**config.mk**
```make
export PLATFORM = sky130hd
export DESIGN_NAME = ddr_rd_seq
export DESIGN_NICKNAME = d
export VERILOG_FILES = /design/src/rtl/ddr_rd_pkg.sv /design/src/rtl/rd_phase_gen.sv /design/src/rtl/rd_cmd_delay.sv /design/src/rtl/rd_burst_engine.sv /design/src/rtl/rd_strobe_gen.sv /design/src/rtl/ddr_rd_seq.sv
export SDC_FILE = /design/constraint.sdc
export NUM_CORES = 1
export LEC_CHECK = 0
export ABC_AREA = 1
export ABC_CLOCK_PERIOD_IN_PS = 3100
export BUFFER_PORTS_ARGS = -buffer_cell sky130_fd_sc_hd__buf_4
export CAP_MARGIN = 30
export CORE_ASPECT_RATIO = 1.75
export CORE_MARGIN = 2
export CORE_UTILIZATION = 39
export CTS_CLUSTER_DIAMETER = 40
export DETAILED_ROUTE_END_ITERATION = 7
export PLACE_DENSITY = 0.53
export SYNTH_ARGS = -nofsm -noshare
export SYNTH_HDL_FRONTEND = slang
export SYNTH_SLANG_ARGS = --single-unit
```
**constraint.sdc**
```tcl
create_clock -name clk -period 3.1 [get_ports clk]
set_clock_uncertainty 0.05 [all_clocks]
set_input_delay 0.31 -clock clk [delete_from_list [all_inputs] [get_ports clk]]
set_output_delay 0.31 -clock clk [all_outputs]
set_load 0.01 [all_outputs]
```
**src/rtl/ddr_rd_pkg.sv**
```systemverilog
package ddr_rd_pkg;

  typedef enum logic [1:0] {
    BSEL_2  = 2'd0,
    BSEL_4  = 2'd1,
    BSEL_8  = 2'd2,
    BSEL_8X = 2'd3
  } bsel_e;

  // index of the final element for a burst-length code
  function automatic logic [2:0] final_index(input logic [1:0] sel);
    case (bsel_e'(sel))
      BSEL_2:  final_index = 3'd1;
      BSEL_4:  final_index = 3'd3;
      default: final_index = 3'd7;
    endcase
  endfunction

endpackage

```
**src/rtl/rd_phase_gen.sv**
```systemverilog
module rd_phase_gen (
  input  logic clk,
  input  logic rst,
  output logic ph
);
  always_ff @(posedge clk) begin
    if (rst) ph <= 1'b0;
    else     ph <= ~ph;
  end

  // half-cycle marker alternates every cycle once running
  assert_phase_toggles_R2: assert property (@(posedge clk) disable iff (rst)
    1'b1 |=> (ph != $past(ph)));
endmodule

```
**src/rtl/rd_cmd_delay.sv**
```systemverilog
module rd_cmd_delay #(
  parameter int BANK_W = 2,
  parameter int COL_W  = 10,
  parameter int CL_MIN = 2,
  parameter int CL_W   = 1
) (
  input  logic              clk,
  input  logic              rst,
  input  logic              in_vld,
  input  logic [BANK_W-1:0] in_bank,
  input  logic [COL_W-1:0]  in_col,
  input  logic [1:0]        in_bsel,
  input  logic [CL_W-1:0]   cl_sel,
  output logic              launch_vld,
  output logic [BANK_W-1:0] launch_bank,
  output logic [COL_W-1:0]  launch_col,
  output logic [1:0]        launch_bsel,
  output logic              pre_vld
);
  localparam int CL_MAX = CL_MIN + (1 << CL_W) - 1;
  localparam int DEPTH  = 2 * CL_MAX - 1;
  localparam int IDX_W  = $clog2(DEPTH);

  logic [DEPTH-1:0]  st_vld;
  logic [BANK_W-1:0] st_bank [DEPTH];
  logic [COL_W-1:0]  st_col  [DEPTH];
  logic [1:0]        st_bsel [DEPTH];

  // stage k holds a request k+1 cycles after its request cycle
  always_ff @(posedge clk) begin
    if (rst) st_vld <= '0;
    else     st_vld <= {st_vld[DEPTH-2:0], in_vld};
  end

  generate
    for (genvar k = 0; k < DEPTH; k++) begin : g_stage
      if (k == 0) begin : g_head
        always_ff @(posedge clk) begin
          st_bank[0] <= in_bank;
          st_col[0]  <= in_col;
          st_bsel[0] <= in_bsel;
        end
      end else begin : g_body
        always_ff @(posedge clk) begin
          st_bank[k] <= st_bank[k-1];
          st_col[k]  <= st_col[k-1];
          st_bsel[k] <= st_bsel[k-1];
        end
      end
    end
  endgenerate

  // launch tap: registered output appears 2*CL cycles after the request
  logic [IDX_W-1:0] tap_l, tap_p1, tap_p2;
  assign tap_l  = IDX_W'(2 * (CL_MIN + int'(cl_sel)) - 2);
  assign tap_p1 = tap_l - IDX_W'(1);
  assign tap_p2 = tap_l - IDX_W'(2);

  assign launch_vld  = st_vld[tap_l];
  assign launch_bank = st_bank[tap_l];
  assign launch_col  = st_col[tap_l];
  assign launch_bsel = st_bsel[tap_l];
  assign pre_vld     = st_vld[tap_p1] | st_vld[tap_p2];
endmodule

```
**src/rtl/rd_burst_engine.sv**
```systemverilog
module rd_burst_engine #(
  parameter int BANK_W = 2,
  parameter int COL_W  = 10
) (
  input  logic              clk,
  input  logic              rst,
  input  logic              launch_vld,
  input  logic [BANK_W-1:0] launch_bank,
  input  logic [COL_W-1:0]  launch_col,
  input  logic [1:0]        launch_bsel,
  output logic              emit_nxt,
  output logic              even_nxt,
  output logic              dq_valid,
  output logic [BANK_W-1:0] dq_bank,
  output logic [COL_W-1:0]  dq_col,
  output logic              dq_last
);
  import ddr_rd_pkg::*;

  logic             busy, busy_n;
  logic [2:0]       idx, idx_n;
  logic [2:0]       lim, lim_n;
  logic [COL_W-1:0] base, base_n;
  logic [COL_W-1:0] col_n, mask, walk;
  logic [BANK_W-1:0] bank_n;
  logic             last_n;

  assign mask = COL_W'(lim);
  assign walk = (base & ~mask) | ((base + COL_W'(idx)) & mask);

  always_comb begin
    emit_nxt = 1'b0;
    even_nxt = 1'b0;
    col_n    = dq_col;
    bank_n   = dq_bank;
    last_n   = 1'b0;
    idx_n    = idx;
    busy_n   = busy;
    lim_n    = lim;
    base_n   = base;
    if (launch_vld) begin
      // newest read takes the slot: truncates or concatenates
      emit_nxt = 1'b1;
      even_nxt = 1'b1;
      col_n    = launch_col;
      bank_n   = launch_bank;
      idx_n    = 3'd1;
      busy_n   = 1'b1;
      lim_n    = final_index(launch_bsel);
      base_n   = launch_col;
    end else if (busy) begin
      emit_nxt = 1'b1;
      even_nxt = ~idx[0];
      col_n    = walk;
      last_n   = (idx == lim);
      idx_n    = idx + 3'd1;
      busy_n   = (idx != lim);
    end
  end

  always_ff @(posedge clk) begin
    if (rst) begin
      busy     <= 1'b0;
      idx      <= '0;
      lim      <= '0;
      base     <= '0;
      dq_valid <= 1'b0;
      dq_bank  <= '0;
      dq_col   <= '0;
      dq_last  <= 1'b0;
    end else begin
      busy     <= busy_n;
      idx      <= idx_n;
      lim      <= lim_n;
      base     <= base_n;
      dq_valid <= emit_nxt;
      dq_bank  <= bank_n;
      dq_col   <= col_n;
      dq_last  <= last_n;
    end
  end

  // an unfinished burst is always followed by another element
  assert_no_gap_inside_R9: assert property (@(posedge clk) disable iff (rst)
    (dq_valid && !dq_last) |=> dq_valid);
endmodule

```
**src/rtl/rd_strobe_gen.sv**
```systemverilog
module rd_strobe_gen (
  input  logic clk,
  input  logic rst,
  input  logic emit_nxt,
  input  logic even_nxt,
  input  logic pre_nxt,
  output logic dqs_level,
  output logic dqs_oe
);
  always_ff @(posedge clk) begin
    if (rst) begin
      dqs_level <= 1'b0;
      dqs_oe    <= 1'b0;
    end else begin
      dqs_oe    <= emit_nxt | pre_nxt;
      dqs_level <= emit_nxt & even_nxt;
    end
  end

  // the strobe always leaves high impedance at a low level
  assert_enable_starts_low_R7: assert property (@(posedge clk) disable iff (rst)
    $rose(dqs_oe) |-> !dqs_level);
endmodule

```
**src/rtl/ddr_rd_seq.sv**
```systemverilog
module ddr_rd_seq #(
  parameter int BANK_W = 2,
  parameter int COL_W  = 10,
  parameter int CL_MIN = 2,
  parameter int CL_W   = 1
) (
  input  logic              clk,
  input  logic              rst,
  input  logic              rd_req,
  input  logic [BANK_W-1:0] rd_bank,
  input  logic [COL_W-1:0]  rd_col,
  input  logic [1:0]        burst_sel,
  input  logic [CL_W-1:0]   cas_lat_sel,
  output logic              ck_phase,
  output logic              dq_valid,
  output logic [BANK_W-1:0] dq_bank,
  output logic [COL_W-1:0]  dq_col,
  output logic              dq_last,
  output logic              dqs_level,
  output logic              dqs_oe
);
  logic              accept;
  logic              l_vld, p_vld, emit_n, even_n;
  logic [BANK_W-1:0] l_bank;
  logic [COL_W-1:0]  l_col;
  logic [1:0]        l_bsel;

  rd_phase_gen u_phase (.clk(clk), .rst(rst), .ph(ck_phase));

  assign accept = rd_req & ~ck_phase;

  rd_cmd_delay #(.BANK_W(BANK_W), .COL_W(COL_W), .CL_MIN(CL_MIN), .CL_W(CL_W)) u_delay (
    .clk(clk), .rst(rst),
    .in_vld(accept), .in_bank(rd_bank), .in_col(rd_col), .in_bsel(burst_sel),
    .cl_sel(cas_lat_sel),
    .launch_vld(l_vld), .launch_bank(l_bank), .launch_col(l_col), .launch_bsel(l_bsel),
    .pre_vld(p_vld)
  );

  rd_burst_engine #(.BANK_W(BANK_W), .COL_W(COL_W)) u_engine (
    .clk(clk), .rst(rst),
    .launch_vld(l_vld), .launch_bank(l_bank), .launch_col(l_col), .launch_bsel(l_bsel),
    .emit_nxt(emit_n), .even_nxt(even_n),
    .dq_valid(dq_valid), .dq_bank(dq_bank), .dq_col(dq_col), .dq_last(dq_last)
  );

  rd_strobe_gen u_strobe (
    .clk(clk), .rst(rst),
    .emit_nxt(emit_n), .even_nxt(even_n), .pre_nxt(p_vld),
    .dqs_level(dqs_level), .dqs_oe(dqs_oe)
  );

  // data is never on the bus without the strobe driven
  assert_data_has_strobe_R6: assert property (@(posedge clk) disable iff (rst)
    dq_valid |-> dqs_oe);

  // elements in rising halves are even, so the strobe is high
  assert_rising_half_high_R6: assert property (@(posedge clk) disable iff (rst)
    (dq_valid && !ck_phase) |-> dqs_level);

  // a stream starting from idle is preceded by a driven low strobe
  assert_preamble_before_data_R7: assert property (@(posedge clk) disable iff (rst)
    $rose(dq_valid) |-> ($past(dqs_oe) && !$past(dqs_level)));
endmodule

```
==> out/metrics.csv, run 1 <==
stage,metric,value,unit
cells_and_area,fin area,3740,sq um
clock_network,root buf cell,clkbuf_16,
pwr,Max IR drop VDD,0.452,mV
pwr,Cell Pwr Density,716,nW/um^2
floorplanning,die footprint,8470,sq um
route,post-route ant nets,0,
worst_setup_path,crit path from,u_engine.idx[0],
clock_network,CTS Sinks,109,
worst_setup_path,R2R Setup Slk,1460,ps
synth,Synth cell types,27,
pwr,Pleak,1.61,nW
clock_network,CTS Hold Buffers Added,12,
timing,worst slew pin tran,624,ps
cells_and_area,# fillers,700,
route,router iterations before antenna repair,4,
clock_network,"Setup Fix Bufs, Post-CTS",0,
worst_setup_path,worst reg2reg path depth,6,
floorplanning,Starting Density,40.1,%
clock_network,H-Tree Level Count,3,
min_path,hold path start,rd_col[0],
floorplanning,core outline area,7510,sq um
placed_design,IO buf count,34,
floorplanning,Boundary Pins,35,
min_path,Hold EP,u_delay.st_col[0][0],
run_status,outcome,finished clean,
synth,"FF+latch count, synth",109,
clock_network,total CTS buffers,9,
grt,vias in the first global route,1774,
worst_setup_path,CP Capture Type,flip-flop,
placed_design,Final HPWL DP,3210,microns
timing,hold slack final,19.0,ps
worst_setup_path,Critical Path Start Type,flip-flop,
timing,endpoints failing hold,0,
worst_setup_path,Setup CP Type,flip-flop to flip-flop,
timing,Slew headroom,58.3,%
clock_network,post-cts sizing count,0,
timing,final slew viol count,0,
synth,cell count after synthesis,275,
route,1st-iter DRT viols,111,
floorplanning,Horiz. Die Dim,70.4,microns
cells_and_area,area of the multi-input gates,683,sq um
job,max-cap violations,0,
worst_setup_path,RR Endpoint,u_engine.dq_col[1],
clock_network,CTS tree,done,
placed_design,Post-DP Area,3300,sq um
timing,Finish-stage setup viols,0,
timing,RSZ-0062 raised after global routing,no,
grt,first-pass GRT wire length,7960,microns
cells_and_area,nets,343,
worst_setup_path,Worst Path Required,3290,ps
synth,synth warn,0,
synth,"Seq/Total Area, Yosys",72.5,%
floorplanning,Row Count,42,
grt,"Remaining Overflow, GRT",0,
route,Routed wire per std cell,11.5,microns
synth,syn_area_per_cell,10.9,sq um
worst_setup_path,Critical R2R Launch,u_engine.idx[0],
route,routed vias,1861,
pwr,Pwr Total,2.68,mW
floorplanning,Die Y,120,microns
cells_and_area,layout cells sized above 1,18.7,%
timing,setup_tns,0,ps
synth,"Cell Area, Synth",3010,sq um
clock_network,CTS Buffer Depth,2,
min_path,Min-Delay Path Class,input port to flip-flop,
grt,initial antenna violation count,0,
worst_setup_path,Worst EP arrival,1830,ps
clock_network,Clock Latency Late Sink,350,ps
clock_network,clk slew on worst S/H paths,70,ps
worst_setup_path,Worst Path Max Fanout,5,
synth,Post-Syn Nets,296,
timing,fmax,0.610,GHz
route,drt drc,0,
grt,All-Layer GR Usage,12.7,%
grt,maximum number of pins on one net before global-route repair,30,
cells_and_area,FF+latch area,2180,sq um
route,final wirelength,4790,microns
timing,final worst path period need,1640,ps
cells_and_area,Syn-to-layout area delta,24.1,%
placed_design,GPL Wtd Cong,0.720,
cells_and_area,diode count,0,
timing,period utilization,52.9,%
min_path,Hold Path Depth,1,
route,vias per cell,4.48,
## cells in the final DEF, fill, tap and decap left out, drive strengths merged, types with 3 or more instances in the layout
| master | n |
|---|---|
| xnor2 | 3 |
| nor2 | 15 |
| o21ai | 28 |
| nand2 | 48 |
| dlygate4sd3 | 13 |
| buf | 34 |
| dfxtp | 109 |
| a31oi | 3 |
| clkbuf | 9 |
| inv | 22 |
| o22ai | 3 |
| clkinv | 3 |
| a21oi | 12 |
| nand3 | 14 |
## metrics by stage
stage | cells | util [%] | worst slack, ps
4_1_cts | 414 | 49.6 | 1460
3_5_place_dp | 386 | 44.0 | 1310
6_report | 415 | 49.7 | 1460
2_1_floorplan | 275 | - | 1680
5_1_grt | 415 | 49.7 | 1270
3_3_place_gp | 386 | 44.0 | 1340
## worst max-delay path, cell delays in order, from the launching register on
cell and delay [ps]:
dfxtp_1 460, ha_1 220, fa_1 420, nand2_1 80, o21ai_0 100, a21oi_1 160
nor2_1 50
## report_power, final
part | switching [mW] | internal [mW]
sequential | 0.0182 | 1.46
clock | 0.539 | 0.571
combinational | 0.0439 | 0.0458
## flip-flops by register name, summed over array words and instances, names as in the netlist, 2 cells and up
register / count
u_delay.st_bank: 10
u_delay.st_bsel: 10
u_delay.st_col: 50
u_delay.st_vld: 5
u_engine.base: 10
u_engine.dq_bank: 2
u_engine.dq_col: 10
u_engine.idx: 3
u_engine.lim: 3
## final cells by class
cell class,instances,share of cell area [%]
clock inverters,7,2.08
flip-flops and latches,109,58.4
clock buffers,9,6.03
inverters,19,1.98
well taps,88,2.95
multi-input cells,136,18.3
repair buffers,47,10.3
## worst max path at each step
stage               slack, ps                 end
finish                   1460  u_engine.dq_col[1]
global route             1270  u_engine.dq_col[4]
CTS                      1460  u_engine.dq_col[1]
detailed placement       1310     u_engine.idx[0]
global placement         1340       u_engine.busy
floorplan                1680  u_engine.dq_col[1]
## synth_stat cells
master	n	share of area, %
o22ai_1	3	0.62
o21ai_0	25	4.2
fa_1	1	0.67
a211oi_2	1	0.42
o31ai_1	1	0.25
xnor2_1	3	0.87
inv_2	2	0.25
buf_2	6	1.0
ha_1	2	0.83
nor3_2	1	0.33
nor3b_1	1	0.25
buf_1	1	0.12
inv_4	1	0.21
clkbuf_1	1	0.12
nand3_1	14	2.3
buf_6	3	1.1
nand2_1	45	5.6
inv_1	16	2.0
or2_2	2	0.42
dfxtp_1	109	72
nand2_2	3	0.62
a21oi_1	12	2.0
o21ai_1	2	0.33
nand4_1	1	0.21
a31oi_1	3	0.62
o21ai_2	1	0.29
nor2_1	15	1.9
## kinds of logic after synthesis
kind of cell | share of synthesized area (%)
AO/OA/AOI/OAI | 8.69
AND/OR/NAND/NOR | 11.6
buffers and inverters | 4.82
adder cells (fa/ha/maj) | 1.50
XOR/XNOR | 0.873
flip-flops | 72.5
## metal layers
layer / global-route usage, % / routed length, microns / vias up
li1: - / - / 983
met1: 13.9 / 2120 / 836
met2: 20.1 / 2350 / 32
met3: 4.00 / 191 / 10
met4: 10.1 / 128 / 0
met5: 0 / 0 / -
(Power assumes the default switching activity.)
==> run 2: changes to the inputs <==
--- a/config.mk
+++ b/config.mk
@@ -5,8 +5,8 @@
 export SDC_FILE = /design/constraint.sdc
 export NUM_CORES = 1
 export LEC_CHECK = 0
-export ABC_AREA = 1
-export ABC_CLOCK_PERIOD_IN_PS = 3100
+export ABC_AREA = 0
+export ABC_CLOCK_PERIOD_IN_PS = 1330
 export BUFFER_PORTS_ARGS = -buffer_cell sky130_fd_sc_hd__buf_4
 export CAP_MARGIN = 30
 export CORE_ASPECT_RATIO = 1.75
@@ -14,7 +14,7 @@
 export CORE_UTILIZATION = 39
 export CTS_CLUSTER_DIAMETER = 40
 export DETAILED_ROUTE_END_ITERATION = 7
-export PLACE_DENSITY = 0.53
+export PLACE_DENSITY = 0.55
 export SYNTH_ARGS = -nofsm -noshare
 export SYNTH_HDL_FRONTEND = slang
 export SYNTH_SLANG_ARGS = --single-unit
==> constraint.sdc (replaced) <==
create_clock -name clk -period 1.33 [get_ports clk]
set_clock_uncertainty 0.05 [all_clocks]
set_input_delay 0.133 -clock clk [delete_from_list [all_inputs] [get_ports clk]]
set_output_delay 0.133 -clock clk [all_outputs]
set_load 0.01 [all_outputs]
==> run 2 against run 1 <==
  * The run now ends with setup timing left
  * Total power grew 140%
  * Worst hold slack improved by 0.72 ps
  * Core utilization grew 2.1 points
  * Via count is 7.2% higher
  * Design area increased by 8.8%
  * Flip-flop and latch count is the same
  * Fmax is 1.9% lower
  * Critical endpoint is now u_engine.dq_col[2]
==> out/metrics.csv, run 2 <==
stage,metric,value,unit,change
floorplanning,Row Count,43,,was 42
run_status,outcome,"complete, but fails checks",,was finished clean
synth,Post-Syn Nets,277,,was 296
grt,All-Layer GR Usage,14.2,%,was 12.7%
pwr,Comb power frac,3.6,%,was 3.4%
pwr,Pleak,1.67,nW,was 1.61 nW
worst_setup_path,Critical Path Start Type,flip-flop,,unchanged
worst_setup_path,Worst Path Max Fanout,2,,was 5
synth,cell with the most instances after synthesis,dfxtp_1,,unchanged
grt,first-pass GRT wire length,9350,microns,was 7960 microns
timing,worst slew pin tran,401,ps,was 624 ps
grt,maximum number of pins on one net before global-route repair,26,,was 30
pwr,Pwr Total,6.42,mW,was 2.68 mW
min_path,Min-Delay Path Class,input port to flip-flop,,unchanged
cells_and_area,FF+latch area,2190,sq um,was 2180 sq um
clock_network,H-Tree Level Count,3,,unchanged
cells_and_area,final core occ,51.8,%,was 49.7%
pwr,Clk pwr share,42.6,%,was 41.5%
timing,Finish-stage setup viols,2,,was 0
synth,synth warn,0,,unchanged
synth,Post-synth ARST share,0,%,unchanged
clock_network,CTS Sinks,109,,unchanged
worst_setup_path,Setup CP Type,flip-flop to flip-flop,,unchanged
clock_network,CTS tree,done,,unchanged
route,router iterations before antenna repair,4,,unchanged
timing,final worst path period need,1670,ps,was 1640 ps
job,max-cap violations,0,,unchanged
synth,Synth cell types,37,,was 27
clock_network,total CTS buffers,9,,unchanged
clock_network,root buf cell,clkbuf_16,,unchanged
route,final wirelength,5410,microns,was 4790 microns
worst_setup_path,Worst Path Required,1520,ps,was 3290 ps
grt,"Remaining Overflow, GRT",0,,unchanged
placed_design,GPL Wtd Cong,0.749,,was 0.720
worst_setup_path,CP Capture Type,flip-flop,,unchanged
cells_and_area,largest reg by FF count,u_delay.st_col,,unchanged
pwr,Cell Int Power,5.08,mW,was 2.08 mW
grt,initial antenna violation count,0,,unchanged
run_status,violated checks,setup timing,,
floorplanning,Horiz. Die Dim,71.6,microns,was 70.4 microns
cells_and_area,"commonest cells after routing, fill and taps aside","105 x dfxtp_1, 48 x buf_4, 22 x nor2_1",,"was 109 x dfxtp_1, 45 x nand2_1, 34 x buf_4"
timing,endpoints failing hold,0,,unchanged
cells_and_area,# fillers,715,,was 700
clock_network,Clock Latency Late Sink,340,ps,was 350 ps
synth,synth top area cells,"dfxtp_1 70%, nor2_1 2.6%, a21oi_1 2.1%",,"was dfxtp_1 72%, nand2_1 5.6%, o21ai_0 4.2%"
cells_and_area,nets,339,,was 343
route,Routed wire per std cell,13.1,microns,was 11.5 microns
floorplanning,Die Y,122,microns,was 120 microns
synth,"FF+latch count, synth",109,,unchanged
placed_design,worst slack at placement,-351,ps,was 1310 ps
synth,"Seq/Total Area, Yosys",69.9,%,was 72.5%
pwr,Cell Pwr Density,1580,nW/um^2,was 716 nW/um^2
synth,"Cell Area, Synth",3120,sq um,was 3010 sq um
synth,cell count after synthesis,256,,was 275
grt,vias in the first global route,1957,,was 1774
timing,Slew headroom,72.6,%,was 58.3%
synth,area fraction of the dominant cell type after synthesis,69.9,%,was 72.5%
cells_and_area,"commonest non-fill, non-tap cell in the layout",dfxtp_1,,unchanged
route,routed vias,1995,,was 1861
timing,setup_tns,-407,ps,was 0 ps
synth,syn_area_per_cell,12.2,sq um,was 10.9 sq um
synth,Synth Flop Type,dfxtp_1,,unchanged
timing,period utilization,126,%,was 52.9%
timing,final slew viol count,0,,unchanged
pwr,Sw Share,20.8,%,was 22.5%
placed_design,IO buf count,34,,unchanged
pwr,Max IR drop VDD,1.02,mV,was 0.452 mV
floorplanning,core outline area,7860,sq um,was 7510 sq um
cells_and_area,Syn-to-layout area delta,30.3,%,was 24.1%
cells_and_area,layout cells sized above 1,25.4,%,was 18.7%
synth,number of synthesized flops with an enable pin,0,,unchanged
floorplanning,Starting Density,39.7,%,was 40.1%
route,drt drc,0,,unchanged
cells_and_area,max reg flops,50,,unchanged
timing,fmax,0.598,GHz,was 0.610 GHz
pwr,NetSw,1.34,mW,was 0.601 mW
route,post-route ant nets,0,,unchanged
timing,RSZ-0062 raised after global routing,yes,,was no
synth,Post-synth top cells,"109 x dfxtp_1, 22 x nor2_1, 13 x a21oi_1, 9 x and2_1, 9 x nor3_1",,"was 109 x dfxtp_1, 45 x nand2_1, 25 x o21ai_0, 16 x inv_1, 15 x nor2_1"
cells_and_area,diode count,0,,unchanged
clock_network,clk slew on worst S/H paths,70,ps,about the same
placed_design,Final HPWL DP,3600,microns,was 3210 microns
route,vias per cell,4.83,,was 4.48
clock_network,"Setup Fix Bufs, Post-CTS",0,,unchanged
floorplanning,die footprint,8760,sq um,was 8470 sq um
clock_network,CTS Buffer Depth,2,,unchanged
pwr,Flop pwr share,53.8,%,was 55.2%
synth,Yosys top cell by area,dfxtp_1,,unchanged
cells_and_area,area of the multi-input gates,916,sq um,was 683 sq um
timing,final worst slack,-342,ps,was 1460 ps
floorplanning,Boundary Pins,35,,unchanged
route,1st-iter DRT viols,101,,was 111
worst_setup_path,Worst EP arrival,1860,ps,was 1830 ps
run 2: final timing paths:
kind                                        endpoint  cells after the start  slack (ps)            startpoint
worst max-delay path              u_engine.dq_col[2]                      5        -340      u_engine.base[0]
worst min-delay path                 u_engine.lim[1]                      2          20                   rst
worst max register to register    u_engine.dq_col[2]                      5        -340      u_engine.base[0]
worst min register to register  u_delay.st_col[4][6]                      0         280  u_delay.st_col[3][6]
run 2: power by group through the flow:
stage	Clock (mW)	Combinational [mW]	Sequential, mW
floorplan	0	0.0987	3.52
global placement	0	0.195	3.52
detailed placement	0	0.199	3.53
CTS	2.83	0.234	3.45
global route	2.97	0.257	3.47
finish	2.74	0.233	3.45
run 2: per-stage QoR:
stage                     area [sq um]  cells  hold slack, ps
after floorplan                   3150    256             111
after global placement            3570    382             187
after detailed placement          3570    382             188
after CTS                         4050    413            16.5
after global routing              4070    413            17.5
final                             4070    413            19.7
run 2: cell type report:
| class | count | share of cell area, % |
|---|---|---|
| clock buffer | 10 | 5.88 |
| clock inverter | 6 | 1.94 |
| inverter | 1 | 0.0923 |
| multi-input combinational | 133 | 22.5 |
| sequential | 109 | 53.8 |
| tap | 90 | 2.77 |
| timing repair buffer | 64 | 13.0 |
run 2: cell families after synthesis:
group,count (synthesis),synth area share (%)
multiplexers,8,2.81
AND/OR/NAND/NOR,77,13.0
flip-flops,109,69.9
buffers and inverters,14,2.40
AO/OA/AOI/OAI,40,9.06
adder cells (fa/ha/maj),3,1.44
XOR/XNOR,5,1.40
run 2: per-layer routing:
layer / share of wire (%) / track usage, % / wire length, microns
met5: 0 / 0 / 0
met1: 43 / 16.7 / 2340
met4: 2.8 / 8.14 / 154
met3: 4.4 / 4.76 / 238
met2: 49 / 22.3 / 2680
run 2: what timing repair did:
| action | 4_1_cts | 5_1_grt |
|---|---|---|
| pin swaps | 1 | 0 |
| hold buffers | 15 | 0 |
| gates cloned | 0 | 0 |
| endpoints found under the hold margin | 15 | 0 |
| gates resized for setup | 2 | 4 |
| endpoints found under the setup margin | 3 | 11 |
run 2: worst max-delay path: stages (launching register included):
cell,delay (ps)
dfxtp_2,340
ha_4,150
fa_2,330
xor2_1,170
a2111o_1,380
and3_1,150
